--- config.mk ---
export PLATFORM = sky130hd
export DESIGN_NAME = clmul_unit
export DESIGN_NICKNAME = d
export VERILOG_FILES = /design/src/rtl/clmul_pkg.sv /design/src/rtl/clmul_qword_sel.sv /design/src/rtl/gf2_add.sv /design/src/rtl/clmul_serial_engine.sv /design/src/rtl/clmul_unit.sv
export SDC_FILE = /design/constraint.sdc
export NUM_CORES = 1
export LEC_CHECK = 0
export BUFFER_PORTS_ARGS = -buffer_cell sky130_fd_sc_hd__buf_2
export CAP_MARGIN = 25
export CORE_ASPECT_RATIO = 0.75
export CORE_MARGIN = 8
export CORE_UTILIZATION = 44
export DETAILED_ROUTE_END_ITERATION = 10
export MAX_ROUTING_LAYER = met4
export PLACE_DENSITY = 0.66
export SYNTH_ARGS = -nofsm -noshare
export SYNTH_HDL_FRONTEND = slang
export SYNTH_SLANG_ARGS = --single-unit
--- constraint.sdc ---
create_clock -name clk -period 2.86 [get_ports clk]
set_clock_uncertainty 0.2 [all_clocks]
set_input_delay 0.286 -clock clk [delete_from_list [all_inputs] [get_ports clk]]
set_output_delay 0.286 -clock clk [all_outputs]
set_load 0.02 [all_outputs]
--- src/rtl/clmul_pkg.sv ---
package clmul_pkg;

    typedef enum logic {
        OP_CLMUL = 1'b0,
        OP_XOR   = 1'b1
    } clmul_op_e;

    localparam int IMM_W        = 8;
    localparam int IMM_SRC1_BIT = 0;
    localparam int IMM_SRC2_BIT = 4;

    typedef struct packed {
        logic hi_a;
        logic hi_b;
    } qsel_t;

    function automatic qsel_t decode_imm(input logic [IMM_W-1:0] imm);
        qsel_t s;
        s.hi_a = imm[IMM_SRC1_BIT];
        s.hi_b = imm[IMM_SRC2_BIT];
        return s;
    endfunction

endpackage

--- src/rtl/clmul_qword_sel.sv ---
module clmul_qword_sel #(
    parameter int QW = 64
) (
    input  logic [2*QW-1:0] src_i,
    input  logic            hi_i,
    output logic [QW-1:0]   qw_o
);
    always_comb begin
        qw_o = hi_i ? src_i[2*QW-1:QW] : src_i[QW-1:0];
    end
endmodule

--- src/rtl/gf2_add.sv ---
module gf2_add #(
    parameter int W = 128
) (
    input  logic [W-1:0] a_i,
    input  logic [W-1:0] b_i,
    output logic [W-1:0] sum_o
);
    always_comb begin
        sum_o = a_i ^ b_i;
    end
endmodule

--- src/rtl/clmul_serial_engine.sv ---
module clmul_serial_engine #(
    parameter int QW = 64
) (
    input  logic            clk,
    input  logic            rst,
    input  logic            load_i,
    input  logic [QW-1:0]   mcand_i,
    input  logic [QW-1:0]   mplier_i,
    output logic            busy_o,
    output logic            fin_o,
    output logic [2*QW-1:0] prod_o
);
    localparam int PW = 2 * QW;
    localparam int CW = (QW > 1) ? $clog2(QW) : 1;
    localparam logic [CW-1:0] LAST = CW'(QW - 1);

    logic [PW-1:0] acc_q;
    logic [QW-1:0] mcand_q;
    logic [QW-1:0] mplier_q;
    logic [CW-1:0] cnt_q;
    logic          busy_q;
    logic [PW-1:0] acc_nxt;

    // MSB-first Horner step: shift accumulator, fold in multiplicand if bit set
    always_comb begin
        acc_nxt = {acc_q[PW-2:0], 1'b0};
        if (mplier_q[QW-1]) begin
            acc_nxt = acc_nxt ^ {{QW{1'b0}}, mcand_q};
        end
    end

    always_ff @(posedge clk) begin
        if (rst) begin
            acc_q    <= '0;
            mcand_q  <= '0;
            mplier_q <= '0;
            cnt_q    <= '0;
            busy_q   <= 1'b0;
        end else if (busy_q) begin
            acc_q    <= acc_nxt;
            mplier_q <= {mplier_q[QW-2:0], 1'b0};
            if (cnt_q == LAST) begin
                busy_q <= 1'b0;
                cnt_q  <= '0;
            end else begin
                cnt_q <= cnt_q + 1'b1;
            end
        end else if (load_i) begin
            acc_q    <= '0;
            mcand_q  <= mcand_i;
            mplier_q <= mplier_i;
            cnt_q    <= '0;
            busy_q   <= 1'b1;
        end
    end

    assign busy_o = busy_q;
    assign fin_o  = busy_q && (cnt_q == LAST);
    assign prod_o = acc_nxt;
endmodule

--- src/rtl/clmul_unit.sv ---
module clmul_unit
    import clmul_pkg::*;
#(
    parameter int QW = 64
) (
    input  logic                  clk,
    input  logic                  rst,
    input  logic                  start_i,
    input  logic                  op_i,
    input  logic [7:0]            imm_i,
    input  logic [2*QW-1:0]       src1_i,
    input  logic [2*QW-1:0]       src2_i,
    output logic                  busy_o,
    output logic                  done_o,
    output logic [2*QW-1:0]       result_o
);
    localparam int SW = 2 * QW;
    localparam int NSRC = 2;

    qsel_t     qsel;
    clmul_op_e op;
    logic      accept;
    logic      eng_busy;
    logic      eng_fin;
    logic [SW-1:0] eng_prod;
    logic [SW-1:0] xor_sum;

    logic [NSRC-1:0][SW-1:0] src_arr;
    logic [NSRC-1:0]         hi_arr;
    logic [NSRC-1:0][QW-1:0] qw_arr;

    assign qsel       = decode_imm(imm_i);
    assign op         = clmul_op_e'(op_i);
    assign src_arr[0] = src1_i;
    assign src_arr[1] = src2_i;
    assign hi_arr[0]  = qsel.hi_a;
    assign hi_arr[1]  = qsel.hi_b;

    for (genvar g = 0; g < NSRC; g++) begin : g_sel
        clmul_qword_sel #(.QW(QW)) u_sel (
            .src_i (src_arr[g]),
            .hi_i  (hi_arr[g]),
            .qw_o  (qw_arr[g])
        );
    end

    assign accept = start_i && !eng_busy;

    clmul_serial_engine #(.QW(QW)) u_eng (
        .clk      (clk),
        .rst      (rst),
        .load_i   (accept && (op == OP_CLMUL)),
        .mcand_i  (qw_arr[0]),
        .mplier_i (qw_arr[1]),
        .busy_o   (eng_busy),
        .fin_o    (eng_fin),
        .prod_o   (eng_prod)
    );

    gf2_add #(.W(SW)) u_add (
        .a_i   (src1_i),
        .b_i   (src2_i),
        .sum_o (xor_sum)
    );

    logic [SW-1:0] res_q;
    logic          done_q;

    always_ff @(posedge clk) begin
        if (rst) begin
            res_q  <= '0;
            done_q <= 1'b0;
        end else begin
            done_q <= 1'b0;
            if (accept && (op == OP_XOR)) begin
                res_q  <= xor_sum;
                done_q <= 1'b1;
            end else if (eng_fin) begin
                res_q  <= eng_prod;
                done_q <= 1'b1;
            end
        end
    end

    assign busy_o   = eng_busy;
    assign done_o   = done_q;
    assign result_o = res_q;
endmodule

==> impl_results.md <==
- Peak supply drop: 375 uV
- Multi-input logic area: 10900 sq um
- Net load switching power: 3.72 mW
- CP max stage cell: dlygate4sd3_1
- CP max stage delay: 0.61 ns
- Hold slack: 0.0275 ns
- RSZ-0062 raised after global routing: false
- Fmax: 0.386 GHz
- Seq pwr share: 43.4%
- Clock transition at the registers of the reported paths: 0.07 ns
- Fillers: 3655
- Die area: 52100 sq um
- Final wirelength: 75800 um
- CP endpoint kind: register
- Rel. slew slack: 20.3%
- Sink Count: 391
- GP Congestion: 0.875
- Worst-Skew Late Latency: 0.53 ns
- Most common cell after layout, fill and taps aside: dfxtp_1
- # setup viols final: 0
- Count of buffers from port buffering: 391
- Synth cell types: 36
- Detail Placement HPWL: 43400 um
- Net Sw Frac: 27.6%
- Power density cells: 510 nW/um^2
- Clock Power Share: 39.7%
- Synth top area share: 39.5%
- Crit share post-route: 90.5%
- Initial Util: 44.5%
- Post-route ant nets: 0
- Die X: 261 um
- Total power: 13.5 mW
- Minimum clock period: 2.59 ns
- DRC violation total after the first TritonRoute iteration: 1898
- Worst hold path type: input pin to register
- Run status: completed
- Critical path fanouts, max: 127
- Synth Register Bits: 391
- DRC Markers: 0
- Cell taking the most area after synthesis: dfxtp_1
- Register area: 7840 sq um
- Syn_area_per_cell: 8.67 sq um
- Routed len/inst: 22.1 um
- H-tree Lvls: 2
- DR pass1 iterations: 6
- Share of flip-flops with an asynchronous set or reset: 0%
- CP required: 3.10 ns
- Slew @ Worst Pin: 1.20 ns
- Synthesized net count: 2552
- Routed vias: 21100
- Synth Flop Type: dfxtp_1
- Post-Place Cell Area: 21900 sq um
- Worst Path Arrival: 2.83 ns
- Combinational Power Share: 16.9%
- First-pass GRT wire length: 116000 um
- Finished Cell Area: 26400 sq um
- EDFF count, synth: 0
- Setup TNS: 0 ns
- NumNets Final: 3076
- P&R area growth vs syn: 33.3%
- Final hold violation count: 0
- Vias per inst: 6.14
- Global route total overflow: 0
- Num CTS Buffers: 41
- Area contributors post-synth: dfxtp_1, o211ai_1, xor2_1
- Core Area: 44500 sq um
- Syn Inst Count: 2283
- Mapped cell area: 19800 sq um
- Initial antenna violation count: 6
- Int Power: 9.75 mW
- Die height: 200 um
- Critical path startpoint category: register
- Fin. max-slew vios: 0
- IO Count: 398
- P_leak: 10.1 nW
- Max cap viols: 0
- Worst path cell trace: and3b_4 -> buf_12 -> nand3_1 -> dlygate4sd3_1 -> o211ai_1
- Total global-route track usage: 28.2%
- Site Rows: 67
- Register area share after synthesis: 39.5%
- CTS tree: built
- Vias in the first global route: 20600
- Root Buffer Master: clkbuf_16
- Max clock buf depth: 3
- Synth Warn #: 0
- Commonest cells after routing, fill and taps aside: dfxtp_1, buf_2, dlygate4sd3_1
- Share of layout cells above drive strength 1: 20.1%
- Largest net degree at the start of global routing: 249
- Critical path class: register to register
-- synthesized netlist by cell type, drive strengths merged (2+ instances only) --
cell	instances
a211oi	64
a21boi	63
a21oi	131
a311oi	2
a31oi	129
a32oi	63
and2	64
and3b	64
buf	111
clkbuf	144
dfxtp	391
inv	2
mux2	63
mux2i	65
nand2	131
nand2b	3
nand3	198
nand4	3
nor2	130
o2111ai	64
o211ai	191
o21ai	69
xor2	128
-- path summary, 6_finish.rpt --
check / from / to / slack (ns) / depth (start not counted)
worst min-delay path: src2_i[120] / u_eng.mplier_q[56] / 0.03 / 4
worst min register to register: u_eng.mplier_q[62] / u_eng.mplier_q[63] / 0.27 / 2
worst max register to register: u_eng.busy_o / result_o[23] / 0.27 / 5
worst max-delay path: u_eng.busy_o / result_o[23] / 0.27 / 5
-- final cells by class --
| type | count | area share (%) |
|---|---|---|
| Inverter | 2 | 0.0569 |
| Antenna cell | 10 | 0.0948 |
| Multi-Input combinational cell | 1635 | 41.4 |
| Timing Repair Buffer | 736 | 21.0 |
| Clock inverter | 19 | 0.688 |
| Sequential cell | 391 | 29.7 |
| Clock buffer | 50 | 4.29 |
| Tap cell | 586 | 2.78 |
-- sequential cells by signal, indices dropped and copies added (netlist names) --
name and flops:
done_o 1, result_o 128, u_eng.acc_q 127, u_eng.busy_o 1
u_eng.cnt_q 6, u_eng.mcand_q 64, u_eng.mplier_q 64
-- metal layers --
layer / vias to the layer above / global-route usage [%] / share of wire [%]
met5: - / - / 0
met4: 0 / 11.8 / 3.8
met3: 226 / 5.36 / 8.4
met2: 1054 / 43.1 / 45
met1: 10200 / 36.6 / 42
li1: 9607 / - / -
-- cell families (layout without fill, tap and decap cells) --
kind of cell / count (synthesis) / in the layout / synth area share, %
multiplexers: 128 / 128 / 6.87
adder cells (fa/ha/maj): 1 / 1 / 0.0632
buffers and inverters: 257 / 807 / 5.56
AO/OA/AOI/OAI: 778 / 778 / 27.0
other: 0 / 10 / 0
flip-flops: 391 / 391 / 39.5
XOR/XNOR: 128 / 128 / 5.66
AND/OR/NAND/NOR: 600 / 600 / 15.3
-- power groups by stage --
| stage | sequential [mW] | combinational, mW | clock [mW] |
|---|---|---|---|
| 6_report | 5.84 | 2.28 | 5.35 |
| 5_1_grt | 5.87 | 2.42 | 5.64 |
| 4_1_cts | 5.84 | 2.20 | 5.43 |
| 3_5_place_dp | 5.95 | 1.78 | 0 |
| 3_3_place_gp | 5.94 | 1.76 | 0 |
| 2_1_floorplan | 6.03 | 0.934 | 0 |
-- per-stage QoR --
stage | setup WS (ns) | std cells | util, %
detailed placement | 0.580 | 3040 | 49.3
floorplan | 1.10 | 2283 | -
finish | 0.272 | 3429 | 59.3
global route | 0.167 | 3425 | 59.2
global placement | 0.576 | 3040 | 49.3
CTS | 0.326 | 3418 | 59.2
-- what timing repair did --
item	CTS	global route
hold buffers	309	0
resized for setup	0	0
hold endpoints to repair	205	0
buffers inserted	0	0
-- worst max-delay path: cells and delay by family (launching register included) --
kind	cells	cell delay, ns
buffers and inverters	2	1.11
AND/OR/NAND/NOR	2	0.54
flip-flops	1	0.50
AO/OA/AOI/OAI	1	0.09
No activity file was read; power rests on OpenSTA's default activity.
